<file path="src/rtl/sdh_pkg.sv">
package sdh_pkg;

    typedef enum logic [2:0] {
        ST_IDLE,
        ST_BUS_ACQ,
        ST_BUS_REL,
        ST_HOST_REQ,
        ST_HOST_END
    } sdh_state_e;

    typedef enum logic [1:0] {
        XK_SEND,
        XK_TRECV,
        XK_IRECV
    } xfer_kind_e;

endpackage

</file>
<file path="src/rtl/sdh_start_gate.sv">
module sdh_start_gate
    import sdh_pkg::*;
(
    input  logic       dma_mode,
    input  logic       target_mode,
    input  logic       assert_data,
    input  logic       start_send_wr,
    input  logic       start_trecv_wr,
    input  logic       start_irecv_wr,
    input  logic       idle,
    output logic       accept,
    output xfer_kind_e kind
);

    logic consistent;

    always_comb begin
        kind       = XK_SEND;
        consistent = 1'b0;
        if (start_send_wr) begin
            kind       = XK_SEND;
            consistent = assert_data;
        end else if (start_trecv_wr) begin
            kind       = XK_TRECV;
            consistent = target_mode;
        end else if (start_irecv_wr) begin
            kind       = XK_IRECV;
            consistent = !target_mode;
        end
        accept = idle && dma_mode && consistent;
    end

endmodule

</file>
<file path="src/rtl/sdh_edge_det.sv">
module sdh_edge_det #(
    parameter int W = 3
) (
    input  logic         clk,
    input  logic         rst_n,
    input  logic [W-1:0] sig_n,
    output logic [W-1:0] rise
);

    logic [W-1:0] prev_q;

    for (genvar i = 0; i < W; i++) begin : g_bit
        always_ff @(posedge clk or negedge rst_n) begin
            if (!rst_n) prev_q[i] <= 1'b1;
            else        prev_q[i] <= sig_n[i];
        end
        assign rise[i] = !prev_q[i] && sig_n[i];
    end

endmodule

</file>
<file path="src/rtl/scsi_dma_handshake.sv">
module scsi_dma_handshake
    import sdh_pkg::*;
#(
    parameter int DATA_W = 8
) (
    input  logic              clk,
    input  logic              rst_n,
    input  logic              dma_mode,
    input  logic              target_mode,
    input  logic              block_mode,
    input  logic              assert_data,
    input  logic              start_send_wr,
    input  logic              start_trecv_wr,
    input  logic              start_irecv_wr,
    input  logic              cs_n,
    input  logic              dack_n,
    input  logic              ior_n,
    input  logic              iow_n,
    input  logic              eop_n,
    input  logic [DATA_W-1:0] host_wdata,
    output logic [DATA_W-1:0] host_rdata,
    output logic              drq,
    output logic              rdy,
    input  logic              scsi_req_i,
    input  logic              scsi_ack_i,
    output logic              scsi_req_o,
    output logic              scsi_ack_o,
    input  logic [DATA_W-1:0] scsi_din,
    output logic [DATA_W-1:0] scsi_dout,
    output logic              scsi_dout_en,
    output logic              busy,
    output logic              byte_done,
    output logic              eop_seen,
    output logic              cs_dack_err
);

    localparam int EDGE_W  = 3;
    localparam int E_DACK  = 0;
    localparam int E_IOR   = 1;
    localparam int E_IOW   = 2;

    typedef struct packed {
        sdh_state_e        st;
        xfer_kind_e        kind;
        logic              tgt;
        logic              blk;
        logic              done;
        logic              eop;
        logic              err;
        logic [DATA_W-1:0] hold;
    } seq_s;

    seq_s seq_d, seq_q;

    logic              accept;
    xfer_kind_e        acc_kind;
    logic [EDGE_W-1:0] rise;
    logic              is_send;
    logic              strb_n;
    logic              strb_rise;
    logic              clash;
    logic              bus_take;
    logic              bus_free;

    sdh_start_gate u_gate (
        .dma_mode       (dma_mode),
        .target_mode    (target_mode),
        .assert_data    (assert_data),
        .start_send_wr  (start_send_wr),
        .start_trecv_wr (start_trecv_wr),
        .start_irecv_wr (start_irecv_wr),
        .idle           (seq_q.st == ST_IDLE),
        .accept         (accept),
        .kind           (acc_kind)
    );

    sdh_edge_det #(.W(EDGE_W)) u_edge (
        .clk   (clk),
        .rst_n (rst_n),
        .sig_n ({iow_n, ior_n, dack_n}),
        .rise  (rise)
    );

    always_comb begin
        is_send   = (seq_q.kind == XK_SEND);
        strb_n    = is_send ? iow_n : ior_n;
        strb_rise = is_send ? rise[E_IOW] : rise[E_IOR];
        clash     = !cs_n && !dack_n;
        bus_take  = seq_q.tgt ? scsi_ack_i  : scsi_req_i;
        bus_free  = seq_q.tgt ? !scsi_ack_i : !scsi_req_i;
    end

    always_comb begin
        seq_d      = seq_q;
        seq_d.done = 1'b0;
        if (clash)                              seq_d.err = 1'b1;
        if (!eop_n && seq_q.st != ST_IDLE)      seq_d.eop = 1'b1;

        if (is_send && !dack_n && !iow_n &&
            (seq_q.st == ST_HOST_REQ || seq_q.st == ST_HOST_END))
            seq_d.hold = host_wdata;

        if (!dma_mode) begin
            seq_d.st = ST_IDLE;
        end else begin
            unique case (seq_q.st)
                ST_IDLE: begin
                    if (accept) begin
                        seq_d.kind = acc_kind;
                        seq_d.tgt  = (acc_kind == XK_TRECV) ||
                                     (acc_kind == XK_SEND && target_mode);
                        seq_d.blk  = block_mode;
                        seq_d.st   = (acc_kind == XK_SEND) ? ST_HOST_REQ : ST_BUS_ACQ;
                        seq_d.err  = clash;
                        seq_d.eop  = 1'b0;
                    end
                end
                ST_BUS_ACQ: begin
                    if (bus_take) begin
                        seq_d.st = ST_BUS_REL;
                        if (!is_send) seq_d.hold = scsi_din;
                    end
                end
                ST_BUS_REL: begin
                    if (bus_free) seq_d.st = ST_HOST_REQ;
                end
                ST_HOST_REQ: begin
                    if (seq_q.blk ? (!dack_n && !strb_n) : !dack_n)
                        seq_d.st = ST_HOST_END;
                end
                ST_HOST_END: begin
                    if (seq_q.blk ? strb_rise : rise[E_DACK]) begin
                        seq_d.st   = ST_BUS_ACQ;
                        seq_d.done = 1'b1;
                    end
                end
                default: seq_d.st = ST_IDLE;
            endcase
        end
    end

    always_ff @(posedge clk or negedge rst_n) begin
        if (!rst_n) begin
            seq_q <= '{st: ST_IDLE, kind: XK_SEND, default: '0};
        end else begin
            seq_q <= seq_d;
        end
    end

    assign busy         = (seq_q.st != ST_IDLE);
    assign drq          = (seq_q.st == ST_HOST_REQ) && !seq_q.blk;
    assign rdy          = (seq_q.st == ST_HOST_REQ) && seq_q.blk;
    assign scsi_req_o   = (seq_q.st == ST_BUS_ACQ) && seq_q.tgt;
    assign scsi_ack_o   = (seq_q.st == ST_BUS_REL) && !seq_q.tgt;
    assign scsi_dout    = seq_q.hold;
    assign scsi_dout_en = (seq_q.kind == XK_SEND) && assert_data &&
                          (seq_q.st == ST_BUS_ACQ || seq_q.st == ST_BUS_REL);
    assign host_rdata   = seq_q.hold;
    assign byte_done    = seq_q.done;
    assign eop_seen     = seq_q.eop;
    assign cs_dack_err  = seq_q.err;

endmodule

</file>
<file path="config.mk">
export PLATFORM = sky130hd
export DESIGN_NAME = scsi_dma_handshake
export DESIGN_NICKNAME = d
export VERILOG_FILES = /design/src/rtl/sdh_pkg.sv /design/src/rtl/sdh_start_gate.sv /design/src/rtl/sdh_edge_det.sv /design/src/rtl/scsi_dma_handshake.sv
export SDC_FILE = /design/constraint.sdc
export NUM_CORES = 1
export LEC_CHECK = 0
export BUFFER_PORTS_ARGS = -buffer_cell sky130_fd_sc_hd__buf_2
export CAP_MARGIN = 20
export CELL_PAD_IN_SITES_DETAIL_PLACEMENT = 0
export CELL_PAD_IN_SITES_GLOBAL_PLACEMENT = 1
export CORE_ASPECT_RATIO = 1.2
export CORE_MARGIN = 3
export CORE_UTILIZATION = 37
export CTS_BUF_LIST = sky130_fd_sc_hd__clkbuf_2 sky130_fd_sc_hd__clkbuf_4 sky130_fd_sc_hd__clkbuf_8
export DETAILED_ROUTE_END_ITERATION = 8
export PLACE_DENSITY_LB_ADDON = 0.1
export SLEW_MARGIN = 20
export SYNTH_ARGS = -nofsm -noshare
export SYNTH_HDL_FRONTEND = slang
export SYNTH_SLANG_ARGS = --single-unit
</file>
<file path="constraint.sdc">
create_clock -name clk -period 4.4 [get_ports clk]
set_clock_uncertainty 0.15 [all_clocks]
set_input_delay 0.22 -clock clk [delete_from_list [all_inputs] [get_ports clk]]
set_output_delay 0.22 -clock clk [all_outputs]
set_load 0.02 [all_outputs]
</file>
# == Word level (Yosys, flattened, before mapping) ==
# Cells that the tools add are included.
# word_totals
elab_cells,92
output_inout_bits,25
inputBits,32
regBits,21
# classes
reduce_logical,40
n_mux,31
eq_ne,10
# ops
op,n
8-bit 2-to-1 mux,4
1-bit logical AND,18
3-bit 2-to-1 mux,5
3-bit case mux with 5 select lines,1
1-bit zero test,13
1-bit 2-to-1 mux,13
2-bit 2-to-1 mux,6
11-bit 2-to-1 mux,1
"3-bit != test, second input constant",3
7-bit 2-to-1 mux,1
"3-bit by 2-bit equality test with 1-bit output, second input constant",2
"3-bit by 2-bit != test with 1-bit output, second input constant",2
5-bit AND reduction,1
2-bit zero test,2
"3-bit by 1-bit equality test with 1-bit output, second input constant",1
"3-bit equality test, second input constant",1
3-bit zero test,1
1-bit logical OR,3
3-bit AND reduction,1
3-bit nonzero test,1
"2-bit by 1-bit equality test with 1-bit output, second input constant",1

# == Depth between registers and ports, before layout ==
# Gate-level depths: netlist (run 1).
# depth
ltp_word,9
ltp_mapped,6
mapped_depth_nobuf,5

# == By module ==
# Synthesis (run 1) repeated with hierarchy kept, for this count alone.
# unflattened
hier_cells,136
area_unflattened_um2,1317.5
# modules_own_cells
module,cells_each,instances,area_per_inst_um2,seq_area_each_um2
scsi_dma_handshake,123,1,1147.4,450.4
sdh_edge_det,6,1,120.1,78.8
sdh_start_gate,7,1,50.0,0.0

# == Least setup slack after synthesis (run 1) ==
# Ideal clock, no wire load.
# synth_path
path_type,reg2out
from,register seq_q[15] (netlist name)
to,output port scsi_dout_en
stages_incl_launch_ff,4
t_arrival_ps,1416
n_path_buf,1
setup_slack_ps,2614
t_required_ps,4030
cell_sequence,dfrtp_1 -> buf_2 -> xnor2_1 -> nor4b_1
# synth_via
elab_chain_cells,3
word_cells_on_any_way,4
classes_between,2 x eq/ne; 2 x reduce/logical
# synth_rtl
element,line,text
"start, declared",scsi_dma_handshake.sv:53,"seq_s seq_d, seq_q;"
"start signal, assigned",scsi_dma_handshake.sv:146,seq_q <= seq_d;
3-bit by 1-bit equality test with 1-bit output or 3-bit by 2-bit equality test with 1-bit output (tied branches),scsi_dma_handshake.sv:157,(seq_q.st == ST_BUS_ACQ || seq_q.st == ST_BUS_REL);
1-bit logical OR (*),scsi_dma_handshake.sv:157,
1-bit logical AND (*),scsi_dma_handshake.sv:156,assign scsi_dout_en = (seq_q.kind == XK_SEND) && assert_data &&
"end, declared",scsi_dma_handshake.sv:30,"output logic scsi_dout_en,"
# Every way passes the cells marked *; elsewhere a longest branch is shown, timed or not.

# == Worst setup path in the final report (run 1) ==
# layout_path
from,register seq_q[15] (netlist name)
to,output port rdy
# layout_via
elab_chain_cells,2
# layout_rtl
element,line,text
3-bit by 2-bit equality test with 1-bit output,scsi_dma_handshake.sv:152,assign rdy = (seq_q.st == ST_HOST_REQ) && seq_q.blk;
1-bit logical AND,scsi_dma_handshake.sv:152,
"end, declared",scsi_dma_handshake.sv:23,"output logic rdy,"
# No other way between the ends.

==> results of run 1 <==
==> metal layers <==
metal,track usage (%),routed length (um),vias to the layer above
met3,2.25,212,4
met2,27.2,1400,45
met5,0,0,-
met1,19.4,1190,493
met4,4.53,31,0
li1,-,-,546
==> through the flow <==
step	worst slack [ns]	std cells	hold slack, ns	total power [mW]
floorplan	2.61	130	-0.226	0.676
global placement	2.52	202	0.0574	0.705
detailed placement	2.42	202	0.0611	0.712
CTS	2.39	221	0.0127	0.820
global route	2.13	221	0.0280	0.876
finish	2.38	221	0.0188	0.809
==> flip-flops by register name, indices dropped and copies added (netlist names) <==
register,flops
byte_done,1
cs_dack_err,1
eop_seen,1
host_rdata,8
seq_q,7
u_edge.prev_q,3
==> synth_stat cells, types with 2 or more instances <==
master,n
a21oi_1,2
a31oi_1,2
and2_1,2
and3_1,2
buf_2,2
buf_4,17
dfrtp_1,18
dfstp_2,3
inv_1,5
mux2_2,2
mux2i_1,10
nand2_1,17
nand2b_1,4
nand3_1,3
nor2_1,6
nor2b_1,2
nor3_1,3
nor3_2,2
nor4b_1,2
o21ai_0,11
o21ai_1,2
==> power groups by stage <==
stage	registers, mW	logic [mW]	clock network (mW)
floorplan	0.311	0.364	0
global placement	0.320	0.385	0
detailed placement	0.324	0.387	0
CTS	0.320	0.398	0.102
global route	0.332	0.435	0.110
finish	0.320	0.392	0.0980
==> kinds of logic (layout without fill, tap and decap cells) <==
| logic type | after synthesis | after routing |
|---|---|---|
| multiplexers | 12 | 12 |
| AO/OA/AOI/OAI | 24 | 24 |
| AND/OR/NAND/NOR | 47 | 47 |
| XOR/XNOR | 1 | 1 |
| flip-flops | 21 | 21 |
| buffers and inverters | 25 | 80 |
==> timing repair <==
action,4_1_cts,5_1_grt
hold buffers,15,0
endpoints found under the hold margin,32,0
endpoints found under the setup margin,0,0
==> area by class of cell <==
class / count / area (um2) / area share (%)
clock buffers: 3 / 22.5 / 1.42
clock inverters: 1 / 7.51 / 0.472
inverters: 5 / 18.8 / 1.18
multi-input cells: 84 / 538 / 33.8
flip-flops and latches: 21 / 529 / 33.3
well taps: 36 / 45.0 / 2.83
repair buffers: 71 / 430 / 27.0
==> worst max-delay path, delay by kind of cell, from the launching register on <==
kind / cells / cell delay (ns)
simple gates: 3 / 0.60
flops: 1 / 0.59
buf+inv: 1 / 0.16
==> worst min-delay path by stage <==
stage / startpoint / to / slack [ns]
2_1_floorplan: rst_n / byte_done / -0.23
5_1_grt: host_wdata[1] / host_rdata[1] / 0.03
6_report: dma_mode / seq_q[17] / 0.02
3_5_place_dp: rst_n / host_rdata[3] / 0.06
3_3_place_gp: rst_n / host_rdata[3] / 0.06
4_1_cts: dma_mode / seq_q[17] / 0.01
==> reports/metrics.yaml, run 1 <==
timing:
  post-route-period-util_pct: 46.0
  slew_headroom_pct: 47.9
  tightest_slew_ns: 0.777
  final-max-slew-violation-count: 0
  fin_tns_setup_ns: 0
  setup_viol: 0
  max_freq_ghz: 0.495
  finalHoldViolations: 0
  rsz0062_at_grt: "false"
  fin_crit_ns: 2.02
global_routing:
  antenna_found_initial: 0
  overflow: 0
  grt_max_degree: 22
  grt.total_usage_pct: 15.6
  grt_pass1_vias: 1123
  grt_pass1_wl_um: 4970
yosys:
  async_flop_share_pct: 100
  ys.flop_type: "dfrtp_1"
  synthCells: 130
  synthXorXnorAreaFrac_pct: 0.713
  synth.mux.area_fraction_pct: 9.98
  synth_cell_types: 34
  syn_area_um2: 1230
  yosys.area_share.simple_pct: 20.4
  synth_nets: 162
  yosys_warnings: 0
  ys_ff_latch: 21
  synth-edff-count: 0
  synth_fa_ha_area_share_pct: 0
  synth_top_family_by_area: "simple AND/OR/NAND/NOR gates"
  synth_top_area_share_pct: 36.7
  synth-compound-area-share_pct: 12.7
  yosysSeqAreaShare_pct: 43.1
  synthTopCellsByArea: "dfrtp_1 37%, buf_4 10%, mux2i_1 8.1%, dfstp_2 6.4%, nand2_1 5.2%"
  synth_largest_area_cell: "dfrtp_1"
  syn_avg_cell_area_um2: 9.45
cts:
  post_cts_buffers: 0
  clock_sinks: 21
  post_cts_resized: 0
  htree_levels: 1
  root_buffer: "clkbuf_4"
  insertion_delay_ns: 0.31
  numCtsBuffers: 3
  clk_pin_slew_ns: 0.12
  cts_tree: "built"
  max-clock-path-buffers: 2
setup_path:
  critical_path_arrival_ns: 1.65
  startpoint_type: "flop"
  timing.rr.end: "host_rdata[6]"
  crit_path_end: "rdy"
  path_class: "flop to output pin"
  crit_fanout: 11
  max_stage_delay_ns: 0.59
  cp-startpoint: "seq_q[15]"
  slowest_stage: "dfrtp_1"
  reg2reg_slack_ns: 2.44
  reg2regPathDepth: 4
  cp_cell_sequence: "nand2_1, nor2_1, and2_1, buf_2"
  worst_ep_required_time_ns: 4.03
  endpoint_kind: "output pin"
  rr_startpoint: "seq_q[17]"
placed_design:
  place_congestion: 0.812
  hpwlAfterDp_um: 2130
  io_buffers: 56
  placedInstanceArea_um2: 1410
drt:
  drtPass1Iterations: 4
  postRouteAntennaNets: 0
  drt_wl_total_um: 2830
  vias: 1088
  drc_errors: 0
  vias_per_cell: 4.92
  routedWlPerCell_um: 12.8
  drt_iter0_markers: 34
pwr:
  max-vdd-ir-drop_v: 0.000355
  internal_power_uw: 450
  p_per_area_nw_per_um2: 508
  combPwrFrac_pct: 48.4
  p_leak_nw: 0.839
  pwr-share-clk_pct: 12.1
  power.switching_uw: 359
  p_seq_share_pct: 39.5
  switching_share_pct: 44.4
floorplan:
  die_area_um2: 4050
  die_w_um: 58.6
  std_cell_rows: 22
  start_util_pct: 39.5
  ios: 57
  coreArea_um2: 3110
  dieHeight_um: 69.1
status:
  status: "completed"
cells_and_area:
  nNetsFinal: 218
  syn2layout_area_growth_pct: 29.5
  layout_common_cells: "56 x buf_2, 18 x dfrtp_1, 17 x nand2_1"
  finalInstanceArea_um2: 1590
  fillCellCount: 303
  final_core_util_pct: 51.2
  drive_gt1_share_pct: 37.3
  layout_commonest_cell: "buf_2"
  antenna_cells: 0
job:
  drv_cap: 0
worst_hold_path:
  hp-class: "input pin to flop"
  min_path_cells: 3
Power figures use the tool's default switching activity.
==> run 2: changes to the inputs <==
--- a/config.mk
+++ b/config.mk
@@ -11,7 +11,7 @@
 export CELL_PAD_IN_SITES_GLOBAL_PLACEMENT = 1
 export CORE_ASPECT_RATIO = 1.2
 export CORE_MARGIN = 3
-export CORE_UTILIZATION = 37
+export CORE_UTILIZATION = 31
 export CTS_BUF_LIST = sky130_fd_sc_hd__clkbuf_2 sky130_fd_sc_hd__clkbuf_4 sky130_fd_sc_hd__clkbuf_8
 export DETAILED_ROUTE_END_ITERATION = 8
 export PLACE_DENSITY_LB_ADDON = 0.1
==> constraint.sdc (replaced) <==
create_clock -name clk -period 1.8 [get_ports clk]
set_clock_uncertainty 0.15 [all_clocks]
set_input_delay 0.09 -clock clk [delete_from_list [all_inputs] [get_ports clk]]
set_output_delay 0.09 -clock clk [all_outputs]
set_load 0.02 [all_outputs]
==> run 2 against run 1 <==
Effect of this change:
- worst hold slack lost 0.011 ns
- combinational power grew to 2.9 times the previous value
- first-iteration DRC count shrank 24%
- sequential power grew 130%
- global-route usage shrank 1.8 points
- sequential cell count is the same
- core utilization shrank 1.6 points
- sequential share of layout area shrank 4.6 points
- cell area grew 16%
- total power grew to 2.7 times the previous value
- largest cell class is now non-clock buffers
- highest routed layer unchanged
==> reports/metrics.yaml, run 2 (synthesized netlist as in run 1, its figures left out) <==
placed_design:
  place_congestion: 0.798  # -1.7%
  hpwlAfterDp_um: 2260  # +6.5%
  io_buffers: 56  # unchanged
floorplan:
  dieHeight_um: 75.0  # +8.4%
  die_area_um2: 4760  # +17%
  std_cell_rows: 24  # +9.1%
  start_util_pct: 33.0  # -6.5 points
  ios: 57  # unchanged
  die_w_um: 63.5  # +8.3%
  coreArea_um2: 3720  # +20%
global_routing:
  grt_max_degree: 22  # unchanged
  grt_pass1_vias: 1119  # -0.36%
  grt_pass1_wl_um: 5120  # +2.9%
  antenna_found_initial: 0  # unchanged
  grt.total_usage_pct: 13.8  # -1.8 points
  overflow: 0  # unchanged
setup_path:
  critical_path_arrival_ns: 1.73  # +0.08 ns
  endpoint_kind: "flop"
  worst_ep_required_time_ns: 1.80  # -2.23 ns
  path_class: "input pin to flop"
  timing.rr.end: "seq_q[11]"
  cpMostUsedCell: "nor2_1"
  slowest_stage: "dlygate4sd3_1"
  rr_startpoint: "seq_q[16]"
  crit_fanout: 4  # -7
  max_stage_delay_ns: 0.52  # -0.07 ns
  startpoint_type: "input pin"
  cp_cell_sequence: "dlygate4sd3_1, buf_2, and4bb_1, a311o_1, nor2_1, nor2_1, a211o_1"
  reg2reg_slack_ns: 0.07  # -2.37 ns
  reg2regPathDepth: 5  # +1
status:
  status: "completed"
cts:
  clock_sinks: 21  # unchanged
  numCtsBuffers: 3  # unchanged
  root_buffer: "clkbuf_8"
  insertion_delay_ns: 0.26  # -0.05 ns
  htree_levels: 1  # unchanged
  max-clock-path-buffers: 2  # unchanged
  cts_tree: "built"
  clk_pin_slew_ns: 0.08  # -0.04 ns
cells_and_area:
  fillCellCount: 396  # +31%
  drive_gt1_share_pct: 40.1  # +2.8 points
  antenna_cells: 0  # unchanged
  syn2layout_area_growth_pct: 50.3
  multi_input_area_um2: 557  # +3.5%
  final_core_util_pct: 49.6  # -1.6 points
  largest_reg_flops: 8  # unchanged
  nNetsFinal: 240  # +10%
  regArea_um2: 529  # unchanged
  layout_common_cells: "54 x buf_2, 26 x dlygate4sd3_1, 18 x dfrtp_1"
  layout_commonest_cell: "buf_2"
drt:
  postRouteAntennaNets: 0  # unchanged
  drt_iter0_markers: 26  # -24%
  drc_errors: 0  # unchanged
  drtPass1Iterations: 4  # unchanged
  vias: 1158  # +6.4%
  vias_per_cell: 4.47  # -9.2%
  routedWlPerCell_um: 11.9  # -7.4%
  drt_wl_total_um: 3070  # +8.5%
timing:
  post-route-period-util_pct: 96.2
  max_freq_ghz: 0.577
  whs_ns: 0.00807  # -0.0107 ns
  final-max-slew-violation-count: 0  # unchanged
  slew_headroom_pct: 68.6  # +21 points
  finalHoldViolations: 0  # unchanged
  fin_crit_ns: 1.73
  setup_viol: 0  # unchanged
  rsz0062_at_grt: "true"
  tightest_slew_ns: 0.471  # -0.305 ns
worst_hold_path:
  min_path_cells: 3  # unchanged
  hp-class: "input pin to flop"
  holdPathEnd: "seq_q[12]"
  min_from: "target_mode"
pwr:
  p_leak_nw: 0.954  # +14%
  p_per_area_nw_per_um2: 1190  # +130%
  max-vdd-ir-drop_v: 0.000493  # +39%
job:
  drv_cap: 0  # unchanged
## run 2: metrics by stage
stage	worst slack, ns	area, um2	std cells	power (mW)	TNS [ns]
floorplan	0.118	1230	130	1.65	0
global placement	0.0769	1510	228	1.80	0
detailed placement	0.0503	1510	228	1.81	0
CTS	0.00458	1820	258	2.19	0
global route	-0.0366	1850	259	2.35	-0.0911
finish	0.0677	1850	259	2.20	0
## run 2: area by class of cell
type,instances,share of cell area [%]
clock buffers,4,2.64
repair buffers,93,34.0
inverters,5,1.02
flip-flops and latches,21,28.7
well taps,52,3.52
multi-input cells,84,30.1
## run 2: how the worst max path moves through the flow
stage,end,slack (ns),startpoint
after floorplan,seq_q[15],0.12,seq_q[14]
after global placement,seq_q[15],0.08,seq_q[14]
after detailed placement,seq_q[15],0.05,seq_q[14]
after CTS,scsi_ack_o,0.005,seq_q[16]
after global routing,seq_q[15],-0.04,iow_n
final,seq_q[15],0.07,iow_n
## run 2: timing repair
item | in CTS | in global routing
resized for setup | 0 | 6
hold endpoints to repair | 37 | 0
hold buffers | 26 | 0
endpoints found under the setup margin | 0 | 6
buffers inserted | 0 | 1
## run 2: power breakdown
group	total [mW]	leakage [nW]	switching, mW	internal (mW)
registers	0.742	0.261	0.109	0.632
clock network	0.324	0.0262	0.151	0.173
logic	1.13	0.667	0.648	0.484
## run 2: per-layer routing
layer	up-vias	GRT usage (%)	part of all wire [%]
met5	-	0	0
met4	0	5.04	1.1
met3	4	3.28	6.1
met2	37	24.4	51
met1	525	16.6	42
li1	592	-	-
## run 2: critical path, delay by kind of cell
family	cells	cell delay, ns
compound gates	2	0.64
buf+inv	2	0.66
simple gates	3	0.34
==> run 3: changes to the inputs <==
--- a/config.mk
+++ b/config.mk
@@ -15,6 +15,7 @@
 export CTS_BUF_LIST = sky130_fd_sc_hd__clkbuf_2 sky130_fd_sc_hd__clkbuf_4 sky130_fd_sc_hd__clkbuf_8
 export DETAILED_ROUTE_END_ITERATION = 8
 export PLACE_DENSITY_LB_ADDON = 0.1
+export REMOVE_ABC_BUFFERS = 1
 export SLEW_MARGIN = 20
 export SYNTH_ARGS = -nofsm -noshare
 export SYNTH_HDL_FRONTEND = slang
==> run 3 against run 2 <==
Effect of this change:
- the flow now finishes with violations (hold timing)
- sequential power rose by 0.7%
- critical path depth is the same
- total power fell by 0.61%
- core utilization shrank 0.30 points
- count of clock-buffer cells in the layout decreased by 1
- cell area is 0.61% lower
- first-iteration DRC count increased by 31%
- fmax decreased by 2.5%
- worst setup slack lost 0.044 ns
- sequential cell count unchanged
- wire length up 1.2%
- largest cell class unchanged
==> reports/metrics.yaml, run 3 (synthesized netlist as in run 1, its figures left out) <==
floorplan:
  die_area_um2: 4760  # unchanged
  dieHeight_um: 75.0  # unchanged
  ios: 57  # unchanged
  die_w_um: 63.5  # unchanged
  start_util_pct: 33.0  # unchanged
  std_cell_rows: 24  # unchanged
  coreArea_um2: 3720  # unchanged
cts:
  max-clock-path-buffers: 2  # unchanged
  clock_sinks: 21  # unchanged
  cts_tree: "built"
  clk_pin_slew_ns: 0.08  # about the same
  insertion_delay_ns: 0.26  # about the same
  htree_levels: 1  # unchanged
  root_buffer: "clkbuf_8"
  numCtsBuffers: 3  # unchanged
cells_and_area:
  final_cells: 257  # -0.77%
  layout_common_cells: "56 x buf_2, 25 x dlygate4sd3_1, 17 x nand2_1"
  finalInstanceArea_um2: 1840  # -0.61%
  syn2layout_area_growth_pct: 49.4
  drive_gt1_share_pct: 41.0  # +0.88 points
  largest_reg_flops: 8  # unchanged
  layout_commonest_cell: "buf_2"
  antenna_cells: 0  # unchanged
  nNetsFinal: 238  # -0.83%
  fillCellCount: 380  # -4.0%
global_routing:
  grt.total_usage_pct: 13.1  # -0.68 points
  use_met1_pct: 15.2  # -1.4 points
  met3_usage_pct: 1.49  # -1.8 points
  grt_pass1_vias: 1139  # +1.8%
  grt_max_degree: 22  # unchanged
  top_usage_layer: "met2"
  grt_pass1_wl_um: 5080  # -0.80%
  antenna_found_initial: 0  # unchanged
  met2_usage_pct: 25.4  # +1.0 points
  overflow: 0  # unchanged
timing:
  fin_crit_ns: 1.78  # +0.0442 ns
  setup_viol: 0  # unchanged
  max_freq_ghz: 0.563  # -2.5%
  tightest_slew_ns: 0.476  # +0.00514 ns
  slew_headroom_pct: 68.2  # -0.34 points
  whs_ns: -0.0105  # -0.0186 ns
  finalHoldViolations: 1  # +1
  final-max-slew-violation-count: 0  # unchanged
  rsz0062_at_grt: "true"
  post-route-period-util_pct: 98.7  # +2.5 points
  fin_tns_setup_ns: 0  # unchanged
drt:
  drt_iter0_markers: 34  # +31%
  postRouteAntennaNets: 0  # unchanged
  vias: 1147  # -0.95%
  drt_wl_total_um: 3110  # +1.2%
  drc_errors: 0  # unchanged
  vias_per_cell: 4.46  # -0.18%
  drtPass1Iterations: 4  # unchanged
  routedWlPerCell_um: 12.1  # +2.0%
setup_path:
  crit_fanout: 4  # unchanged
  worst_ep_required_time_ns: 1.80  # about the same
  endpoint_kind: "flop"
  startpoint_type: "input pin"
  path_class: "input pin to flop"
  critical_path_arrival_ns: 1.77  # +0.04 ns
status:
  status: "complete, but fails checks"
  violations: "hold timing"
placed_design:
  placedInstanceArea_um2: 1500  # -0.50%
  hpwlAfterDp_um: 2250  # -0.70%
  place_congestion: 0.782  # -2.0%
  io_buffers: 56  # unchanged
  placed_cells: 227  # -0.44%
worst_hold_path:
  hp-class: "input pin to flop"
pwr:
  p_per_area_nw_per_um2: 1190  # about the same
  p_leak_nw: 0.948  # -0.66%
  max-vdd-ir-drop_v: 0.000320  # -35%
job:
  drv_cap: 0  # unchanged
-- run 3: cell types whose count changed in the layout (fill, tap and decap cells not counted), sizes merged --
cell         previous run  this run
clkinv                  0         1
buf                    67        66
dlygate4sd3            26        25
clkbuf                  4         3
-- run 3: path summary, 6_finish.rpt --
kind,slack (ns),depth (start not counted),startpoint,to
max reg2reg,0.08,6,seq_q[14],seq_q[15]
min reg2reg,0.33,2,cs_dack_err,cs_dack_err
max,0.02,7,iow_n,seq_q[15]
min in group asynchronous,0.16,2,rst_n,host_rdata[6]
max in group asynchronous,0.98,2,rst_n,seq_q[16]
min,-0.01,3,host_wdata[6],host_rdata[6]
-- run 3: through the flow --
step	power (mW)	util [%]	setup slack (ns)
after floorplan	1.38	-	0.118
after global placement	1.82	40.3	0.0850
after detailed placement	1.83	40.3	0.0496
after CTS	2.19	48.3	0.000358
after global routing	2.33	49.3	-0.0427
final	2.18	49.3	0.0235
-- run 3: layout make-up --
class	count	area, um2	share of cell area (%)
Clock buffer	3	41.3	2.25
Sequential cell	21	532	29.0
Timing Repair Buffer	91	618	33.7
Inverter	5	18.8	1.02
Tap cell	52	65.1	3.54
Multi-Input combinational cell	84	556	30.3
Clock inverter	1	5.00	0.273
-- run 3: timing repair --
| item | CTS | global route |
|---|---|---|
| pin swaps | 0 | 2 |
| hold endpoints to repair | 37 | 0 |
| hold buffers | 25 | 0 |
| gates resized for setup | 1 | 5 |
| endpoints found under the setup margin | 1 | 10 |
| setup buffers | 0 | 1 |
| gates cloned | 0 | 0 |
-- run 3: per-layer routing --
| metal | vias up | share of wire (%) |
|---|---|---|
| met1 | 516 | 43 |
| met5 | - | 0 |
| met3 | 3 | 6.4 |
| li1 | 585 | - |
| met2 | 43 | 50 |
| met4 | 0 | 0.39 |
-- run 3: worst max-delay path, stage by stage --
cell           delay, ns
dlygate4sd3_1       0.53
buf_2               0.15
and4bb_1            0.19
a311o_1             0.36
nor2_1              0.11
nor2_1              0.05
a211o_1             0.29
-- run 3: power breakdown --
| group | internal, mW | switching (mW) | leakage (nW) |
|---|---|---|---|
| Clock | 0.154 | 0.156 | 0.0255 |
| Combinational | 0.481 | 0.646 | 0.665 |
| Sequential | 0.633 | 0.113 | 0.257 |
